<file path="src/rtl/lrc_table.sv">
module lrc_table #(
  parameter int TAG_W  = 3,
  parameter int ADDR_W = 32,
  parameter int DATA_W = 32
) (
  input  logic              clk_i,
  input  logic              rst_ni,
  input  logic              wr_en_i,
  input  logic [TAG_W-1:0]  wr_tag_i,
  input  logic [ADDR_W-1:0] wr_addr_i,
  input  logic [DATA_W-1:0] wr_data_i,
  input  logic              clr_en_i,
  input  logic [TAG_W-1:0]  clr_tag_i,
  input  logic [TAG_W-1:0]  lk_tag_i,
  output logic              lk_hit_o,
  output logic [ADDR_W-1:0] lk_addr_o,
  input  logic [TAG_W-1:0]  cmp_tag_i,
  output logic [DATA_W-1:0] cmp_data_o
);
  localparam int DEPTH = 1 << TAG_W;

  logic [DEPTH-1:0]  vld_q;
  logic [ADDR_W-1:0] addr_q [DEPTH];
  logic [DATA_W-1:0] data_q [DEPTH];

  for (genvar e = 0; e < DEPTH; e++) begin : g_ent
    logic wr_sel, clr_sel;
    assign wr_sel  = wr_en_i  && (wr_tag_i  == TAG_W'(e));
    assign clr_sel = clr_en_i && (clr_tag_i == TAG_W'(e));

    // a new record beats a clear on the same entry
    always_ff @(posedge clk_i or negedge rst_ni) begin
      if (!rst_ni) begin
        vld_q[e]  <= 1'b0;
        addr_q[e] <= '0;
        data_q[e] <= '0;
      end else if (wr_sel) begin
        vld_q[e]  <= 1'b1;
        addr_q[e] <= wr_addr_i;
        data_q[e] <= wr_data_i;
      end else if (clr_sel) begin
        vld_q[e]  <= 1'b0;
      end
    end
  end

  assign lk_hit_o   = vld_q[lk_tag_i];
  assign lk_addr_o  = addr_q[lk_tag_i];
  assign cmp_data_o = data_q[cmp_tag_i];
endmodule

</file>
<file path="config.mk">
export PLATFORM = sky130hd
export DESIGN_NAME = lrc_table
export DESIGN_NICKNAME = d
export VERILOG_FILES = /design/src/rtl/lrc_table.sv
export SDC_FILE = /design/constraint.sdc
export NUM_CORES = 1
export LEC_CHECK = 0
export BUFFER_PORTS_ARGS = -buffer_cell sky130_fd_sc_hd__buf_2
export CORE_ASPECT_RATIO = 1.1
export CORE_MARGIN = 2
export CORE_UTILIZATION = 35
export CTS_CLUSTER_DIAMETER = 120
export DETAILED_ROUTE_END_ITERATION = 8
export HOLD_SLACK_MARGIN = 0.02
export MAX_ROUTING_LAYER = met4
export PLACE_DENSITY = 0.56
export SLEW_MARGIN = 20
export SYNTH_ARGS = -nofsm -noshare
export SYNTH_HDL_FRONTEND = slang
export SYNTH_SLANG_ARGS = --single-unit
</file>
<file path="constraint.sdc">
create_clock -name clk_i -period 2.3 [get_ports clk_i]
set_clock_uncertainty 0.15 [all_clocks]
set_input_delay 0.23 -clock clk_i [delete_from_list [all_inputs] [get_ports clk_i]]
set_output_delay 0.23 -clock clk_i [all_outputs]
set_load 0.01 [all_outputs]
</file>
Yosys cells after proc, flatten, opt, wreduce, memory -nomap -nowiden --
Cells that the tools add are included.
Storage, ports and cells: register bits after elaboration 520, output and inout bits 65, word-level logic and storage cells 93
Operators by class: $lt $le $gt $ge 3, eq/ne operators 14, mux-type cells 24, bitwise gates (word level) 2, reduce and logical (&&, ||, !) cells 26
Operators with widths (number):
- $bmux 32 s3 | 2
- $mux 32 | 4
- $eq 3x3->1 const B | 8
- $mux 1 | 17
- $logic_and 1x1->1 | 16
- $reduce_bool 2->1 | 8
- $eq 3x2->1 const B | 4
- $ge 4x4->1 const B | 2
- $not 3->4 | 2
- $eq 3x1->1 const B | 2
- $logic_not 3->1 | 2
- $lt 3x4->1 const B | 1
- $bmux 1 s3 | 1

Longest topological paths before layout --
Gate-level depths: netlist (run 1).
depth after elaboration 4, gate-level depth with buffers 4, depth with buffers taken out 2

Least setup slack after synthesis (run 1) --
Ideal clock, no wire load.
kind input port to output port, start in cmp_tag_i[0], end out cmp_data_o[13], arrival 1386 ps, data required time 1920 ps, setup slack 534 ps, stages on the path 4, cell sequence buf_4 > buf_6 > mux4_2 > mux2_2
Between the ends: word-level cells in the longest chain between the ends 4
Ends and longest elaborated chain:
- start, declared | RTL line 17 | input logic [TAG_W-1:0] cmp_tag_i,
- $not 3->4 (not written as such) | RTL line 49 | assign cmp_data_o = data_q[cmp_tag_i];
- $bmux 32 s3 | RTL line 49
- $mux 32 (not written as such) (2 in a row) | RTL line 49
- end, declared | RTL line 18 | output logic [DATA_W-1:0] cmp_data_o
Every way passes these cells. The select of a mux whose other input is x is not followed.

Worst setup path after layout (run 1) --
start reg data_q[4] (netlist name), end out cmp_data_o[4]
Between the ends: word-level cells in the longest chain between the ends 3
Ends and longest elaborated chain:
- start, declared | RTL line 24 | logic [DATA_W-1:0] data_q [DEPTH];
- start signal, assigned by index | RTL line 40 | data_q[e] <= wr_data_i;
- $bmux 32 s3 | RTL line 49
- $mux 32 (not written as such) (2 in a row) | RTL line 49
Every way passes these cells. The select of a mux whose other input is x is not followed.

==> results.cfg, run 1 <==
[run_status]
outcome = completed

[logic_synthesis]
yosys_warnings = 0
netlist_area_mm2 = 0.0232
ys_types = 21
syn_avg_cell_area_um2 = 17.3
synth_nets = 1426
ys_seq_area_share_pct = 56.0
synth_seq_cells = 520
synth_cells = 1346

[cts]
cts.sinks = 520
cts-root-buf = clkbuf_16
insertion_delay_ps = 600
path_clk_slew_ps = 60
cts_made_buffers = 57
cts_tree = yes
cts_max_path_buffers = 3
htree_levels = 2

[sta]
finalMaxSlewViolations = 0
fin_crit_ps = 2300
hold_viol = 0
final_min_period_over_clock_period_pct = 99.8
fin_ws_ps = 3.88
grt_setup_unrepaired = true
hold_slack_ps = 128
worst_pin_slew_ps = 499
max_freq_ghz = 0.436
setup_viol = 0
relSlewSlack_pct = 66.7

[critical_path]
worstPathRequired_ps = 1920
cpPeakStageDelay_ps = 490
regToRegStartpoint = addr_q[71]
end_kind = output port
reg2reg_slack_ps = 1130
worstSetupPathType = flip-flop to output port
cp_slowest_cell = mux4_2
crit_chain = mux4_2 > mux2_4 > buf_6
r2r_end = addr_q[71]
cp-start-kind = flip-flop
arrival_ps = 1920
r2r_cells = 3
critPathMaxFanout = 2

[detailed_routing]
viasPerCell = 5.11
drc = 0
postRouteAntennaNets = 0
drt_iter0_markers = 451
firstDrtPassIters = 4
wirelength_mm = 55.7
routedWlPerCell_um = 22.1
vias = 12900

[power_and_ir_drop]
p_comb_share_pct = 19.5
p_clk_share_pct = 36.1
seqPwrFrac_pct = 44.5
p_int_uw = 20500
p_sw_share_pct = 24.5
powerDensity_mw_per_mm2 = 941
ir_worst_vdd_uv = 532
power.switching_uw = 6660
leakage_uw = 0.0125

[floorplan]
die_w_um = 250
start_util_pct = 35.2
design.portCount = 145
die_y_um = 274
coreArea_mm2 = 0.0660
rows = 99
die-area_mm2 = 0.0685

[min_path]
hold_path.class = input port to asynchronous set/reset pin

[final_layout]
synthToLayoutAreaGrowth_pct = 24.3
fin_nets = 1685
final_cells = 2516
final_cell_mix = dfrtp_1 (520), mux2_1 (437), mux4_2 (130)
seq_area_mm2 = 0.0130
drive_gt1_share_pct = 36.0
multiInputGateArea_mm2 = 0.00987
mostFrequentLayoutCell = dfrtp_1
nFillCells = 5796

[global_routing]
grt_pass1_vias = 14500
grt_pass1_wl_mm = 87.9
antenna_found_initial = 5
grt_max_degree = 92
overflow = 0
grt_usage_pct = 17.2

[placement]
place.gp.congestion = 0.717
dpl.hpwl_mm = 33.1
port-buffer-count = 144
place_inst = 2319
place_ws_ps = 205

[run]
drv_cap = 0
[flip-flops by register name, summed over array words and instances (netlist names)]
name / count
addr_q: 256
data_q: 256
vld_q: 8
[routing by layer]
layer | part of all wire (%) | track usage, % | up-vias
li1 | - | - | 5611
met1 | 47 | 23.1 | 6995
met5 | 0 | - | -
met2 | 48 | 27.5 | 174
met4 | 1.8 | 3.98 | 0
met3 | 3.1 | 2.79 | 89
[worst max path at each step]
stage / slack (ps) / to / start / depth (start not counted)
after global routing: -70 / cmp_data_o[31] / data_q[95] / 3
after global placement: 210 / cmp_data_o[28] / cmp_tag_i[0] / 5
after detailed placement: 210 / lk_addr_o[1] / lk_tag_i[0] / 5
after CTS: -50 / cmp_data_o[4] / data_q[4] / 3
final: 4 / cmp_data_o[4] / data_q[4] / 3
after floorplan: 530 / cmp_data_o[13] / cmp_tag_i[0] / 4
[worst max-delay path, delay by kind of cell, from the launching register on]
family                 cells  cell delay (ps)
buffers and inverters      1              130
DFF                        1              370
muxes                      2              800
[synthesized netlist by cell type]
cell type,n,share of area (%)
buf_2,48,1.0
or4b_2,1,0.043
clkbuf_1,15,0.24
nand4b_1,3,0.11
o21ai_0,3,0.065
and4bb_1,3,0.16
a21o_1,4,0.13
dfrtp_1,520,56
or4bb_1,3,0.15
buf_1,3,0.048
nand4_1,2,0.054
mux2_2,140,6.8
buf_4,15,0.48
mux4_1,6,0.68
inv_1,3,0.048
nor4b_2,1,0.065
mux4_2,124,12
and4b_1,3,0.13
a21bo_2,1,0.043
mux2_1,437,21
buf_6,11,0.53
[timing repair]
action	in CTS	in global routing
setup endpoints to repair	45	60
resized for setup	90	46
pin swaps	0	0
cloned	0	0
hold buffers	73	0
endpoints found under the hold margin	967	0
buffers inserted	5	7
[kinds of logic (layout without fill, tap and decap cells)]
logic type | count (synthesis) | in the layout | synth area share [%]
multiplexers | 707 | 707 | 40.7
AO/OA/AOI/OAI | 8 | 8 | 0.237
flip-flops | 520 | 520 | 56.0
AND/OR/NAND/NOR | 16 | 16 | 0.711
other | 0 | 6 | 0
buffers and inverters | 95 | 401 | 2.39
[stage by stage]
step	TNS, ps	power (uW)	utilization (%)	instance area (um^2)
floorplan	0	15100	-	23200
global placement	0	16500	38.5	25400
detailed placement	0	16800	38.5	25400
CTS	-594	27400	43.4	28600
global route	-1500	28600	43.7	28900
finish	0	27200	43.7	28900
[layout make-up]
| class | instances | area share, % |
|---|---|---|
| clock buffers | 83 | 5.90 |
| multi-input cells | 731 | 34.2 |
| clock inverters | 23 | 1.21 |
| flip-flops and latches | 520 | 45.1 |
| repair buffers | 292 | 9.85 |
| inverters | 3 | 0.0390 |
| well taps | 858 | 3.72 |
| diodes | 6 | 0.0520 |
[power by group through the flow]
| stage | Clock (uW) | Combinational (uW) | Sequential [uW] |
|---|---|---|---|
| 6_report | 9810 | 5290 | 12100 |
| 2_1_floorplan | 0 | 3170 | 11900 |
| 5_1_grt | 10500 | 5750 | 12300 |
| 3_3_place_gp | 0 | 4410 | 12100 |
| 4_1_cts | 10100 | 5170 | 12100 |
| 3_5_place_dp | 0 | 4570 | 12200 |
(Power assumes the default switching activity.)
==> run 2: changes to the inputs <==
--- a/config.mk
+++ b/config.mk
@@ -5,6 +5,7 @@
 export SDC_FILE = /design/constraint.sdc
 export NUM_CORES = 1
 export LEC_CHECK = 0
+export ABC_AREA = 1
 export BUFFER_PORTS_ARGS = -buffer_cell sky130_fd_sc_hd__buf_2
 export CORE_ASPECT_RATIO = 1.1
 export CORE_MARGIN = 2
==> run 2 against run 1 <==
  * First-iteration DRC count rose to 3.2 times the previous value
  * Sequential share of layout area fell by 2.6 points
  * Worst hold slack improved by 75 ps
  * Clock power fell by 4.4%
  * Synthesized cell count rose to 2.6 times the previous value
  * Highest routed layer unchanged
  * Critical path depth rose by 5
  * Critical endpoint is now addr_q[30]
  * Sequential cell count did not move
  * Total power fell by 4.3%
  * Combinational power fell by 6.2%
  * Worst setup slack improved by 140 ps
  * Via count rose by 65%
==> results.cfg, run 2 <==
[run_status]
outcome = completed

[logic_synthesis]
yosys_warnings = 0
syn_avg_cell_area_um2 = 7.53
dominantRegCellSynth = dfrtp_1
postSynth.asyncResetShare_pct = 100
synth_top_cell_by_area = dfrtp_1
synth_seq_cells = 520
ys_seq_area_share_pct = 49.5
synth_area_leaders = dfrtp_1 (49%), nand2_1 (20%), inv_1 (8.5%)
yosys.cell_count.top_type = nand2_1
synth_nets = 3572
netlist_area_mm2 = 0.0263
synth_commonest_cells = nand2_1 (1374), inv_1 (594), dfrtp_1 (520)
synth_cells = 3492
ys_types = 18
yosysTopAreaCellShare_pct = 49.5
synth_edf_count = 0

[detailed_routing]
firstDrtPassIters = 5
routedWlPerCell_um = 15.3
wirelength_mm = 71.1
vias = 21200
drt_iter0_markers = 1456
postRouteAntennaNets = 0
drc = 0
viasPerCell = 4.58

[sta]
finalMaxSlewViolations = 0
max_freq_ghz = 0.464
grt_setup_unrepaired = false
relSlewSlack_pct = 35.1
setup_viol = 0
hold_viol = 0
fin_crit_ps = 2150
fin_setup_tns_ps = 0
final_min_period_over_clock_period_pct = 93.6
worst_pin_slew_ps = 970

[power_and_ir_drop]
p_int_uw = 18400
p_sw_share_pct = 29.4
ir_worst_vdd_uv = 563
p_clk_share_pct = 36.0
power.switching_uw = 7650
powerDensity_mw_per_mm2 = 849
leakage_uw = 0.0165
p_comb_share_pct = 19.1
seqPwrFrac_pct = 44.9

[min_path]
min_path_cells = 4
hold_path.class = input port to flip-flop

[critical_path]
r2r_end = vld_q[7]
cp-start-kind = input port
arrival_ps = 2580
regToRegStartpoint = vld_q[7]
r2r_cells = 3
end_kind = flip-flop
worstPathRequired_ps = 2730
endpoint = addr_q[30]
worstSetupPathType = input port to flip-flop
critPathMaxFanout = 5
reg2reg_slack_ps = 910
cp-startpoint = wr_tag_i[0]

[final_layout]
final_cell_mix = nand2_1 (1372), inv_1 (592), dfrtp_1 (520)
synthToLayoutAreaGrowth_pct = 16.5
multiInputGateArea_mm2 = 0.00975
mostFrequentLayoutCell = nand2_1
drive_gt1_share_pct = 12.2
fin_nets = 3708
seq_area_mm2 = 0.0130
nFillCells = 7766
largest_registers = addr_q (256), data_q (256), vld_q (8)
utilization_pct = 41.2
design_area_mm2 = 0.0307

[global_routing]
antenna_found_initial = 4
overflow = 0
grt_max_degree = 129
grt_pass1_wl_mm = 116
grt_usage_pct = 19.3
grt_pass1_vias = 20800

[placement]
port-buffer-count = 144
place.gp.congestion = 0.741
postPlaceCellArea_mm2 = 0.0279
dpl.hpwl_mm = 39.9

[cts]
ctsResizeCount = 0
cts.sinks = 520
cts_tree = yes
insertion_delay_ps = 610
cts-root-buf = clkbuf_16
cts_made_buffers = 60
cts_max_path_buffers = 3
post_cts_buffers = 0
path_clk_slew_ps = 60
hold_buffers = 83
htree_levels = 2

[floorplan]
coreArea_mm2 = 0.0745
die_w_um = 265
die_y_um = 292
start_util_pct = 35.3
design.portCount = 145
rows = 105
die-area_mm2 = 0.0774

[run]
drv_cap = 0
run 2: cells by family after synthesis:
group	Yosys count	share of synthesized area, %
AND/OR/NAND/NOR	1644	24.8
buffers and inverters	807	13.8
AO/OA/AOI/OAI	521	12.0
flip-flops	520	49.5
run 2: final cells by class:
class	instances	share of cell area, %
Inverter	597	7.33
Sequential cell	520	42.4
Clock buffer	95	5.85
Tap cell	963	3.93
Timing Repair Buffer	284	8.16
Multi-Input combinational cell	2165	31.8
Clock inverter	9	0.441
Antenna cell	4	0.0326
run 2: power by group through the flow:
stage | clock [uW] | sequential (uW) | combinational, uW
6_report | 9380 | 11700 | 4960
5_1_grt | 10000 | 11900 | 5850
4_1_cts | 9680 | 11700 | 5060
3_5_place_dp | 0 | 11800 | 4910
3_3_place_gp | 0 | 11800 | 4830
2_1_floorplan | 0 | 11700 | 3580
run 2: worst min path at each step:
| stage | to | start | slack (ps) |
|---|---|---|---|
| after floorplan | addr_q[0] | rst_ni | -220 |
| after global placement | data_q[6] | rst_ni | 50 |
| after detailed placement | data_q[6] | rst_ni | 50 |
| after CTS | addr_q[19] | wr_addr_i[19] | 150 |
| after global routing | data_q[23] | wr_data_i[23] | 190 |
| final | addr_q[19] | wr_addr_i[19] | 200 |
run 2: worst max-delay path, cell delays in order:
cell and delay, ps:
dlygate4sd3_1 530, buf_2 180, nand2_1 120, nor2_4 280, nand2_1 70, dlygate4sd3_1 560, o21ai_0 60, dlygate4sd3_1 550
run 2: routing by layer:
| metal | up-vias | GRT usage (%) | wire length, um |
|---|---|---|---|
| li1 | 10900 | - | - |
| met1 | 9958 | 25.3 | 33500 |
| met2 | 340 | 31.9 | 33600 |
| met3 | 79 | 2.69 | 2680 |
| met4 | 0 | 3.87 | 1240 |
| met5 | - | - | 0 |
run 2: per-stage QoR:
stage / total power [uW] / hold slack [ps] / cells / setup WS [ps]
finish: 26000 / 203 / 4637 / 147
global route: 27800 / 191 / 4637 / 40.0
CTS: 26400 / 155 / 4633 / 163
detailed placement: 16700 / 48.8 / 4446 / 434
global placement: 16600 / 53.6 / 4446 / 438
floorplan: 15200 / -216 / 3492 / 873
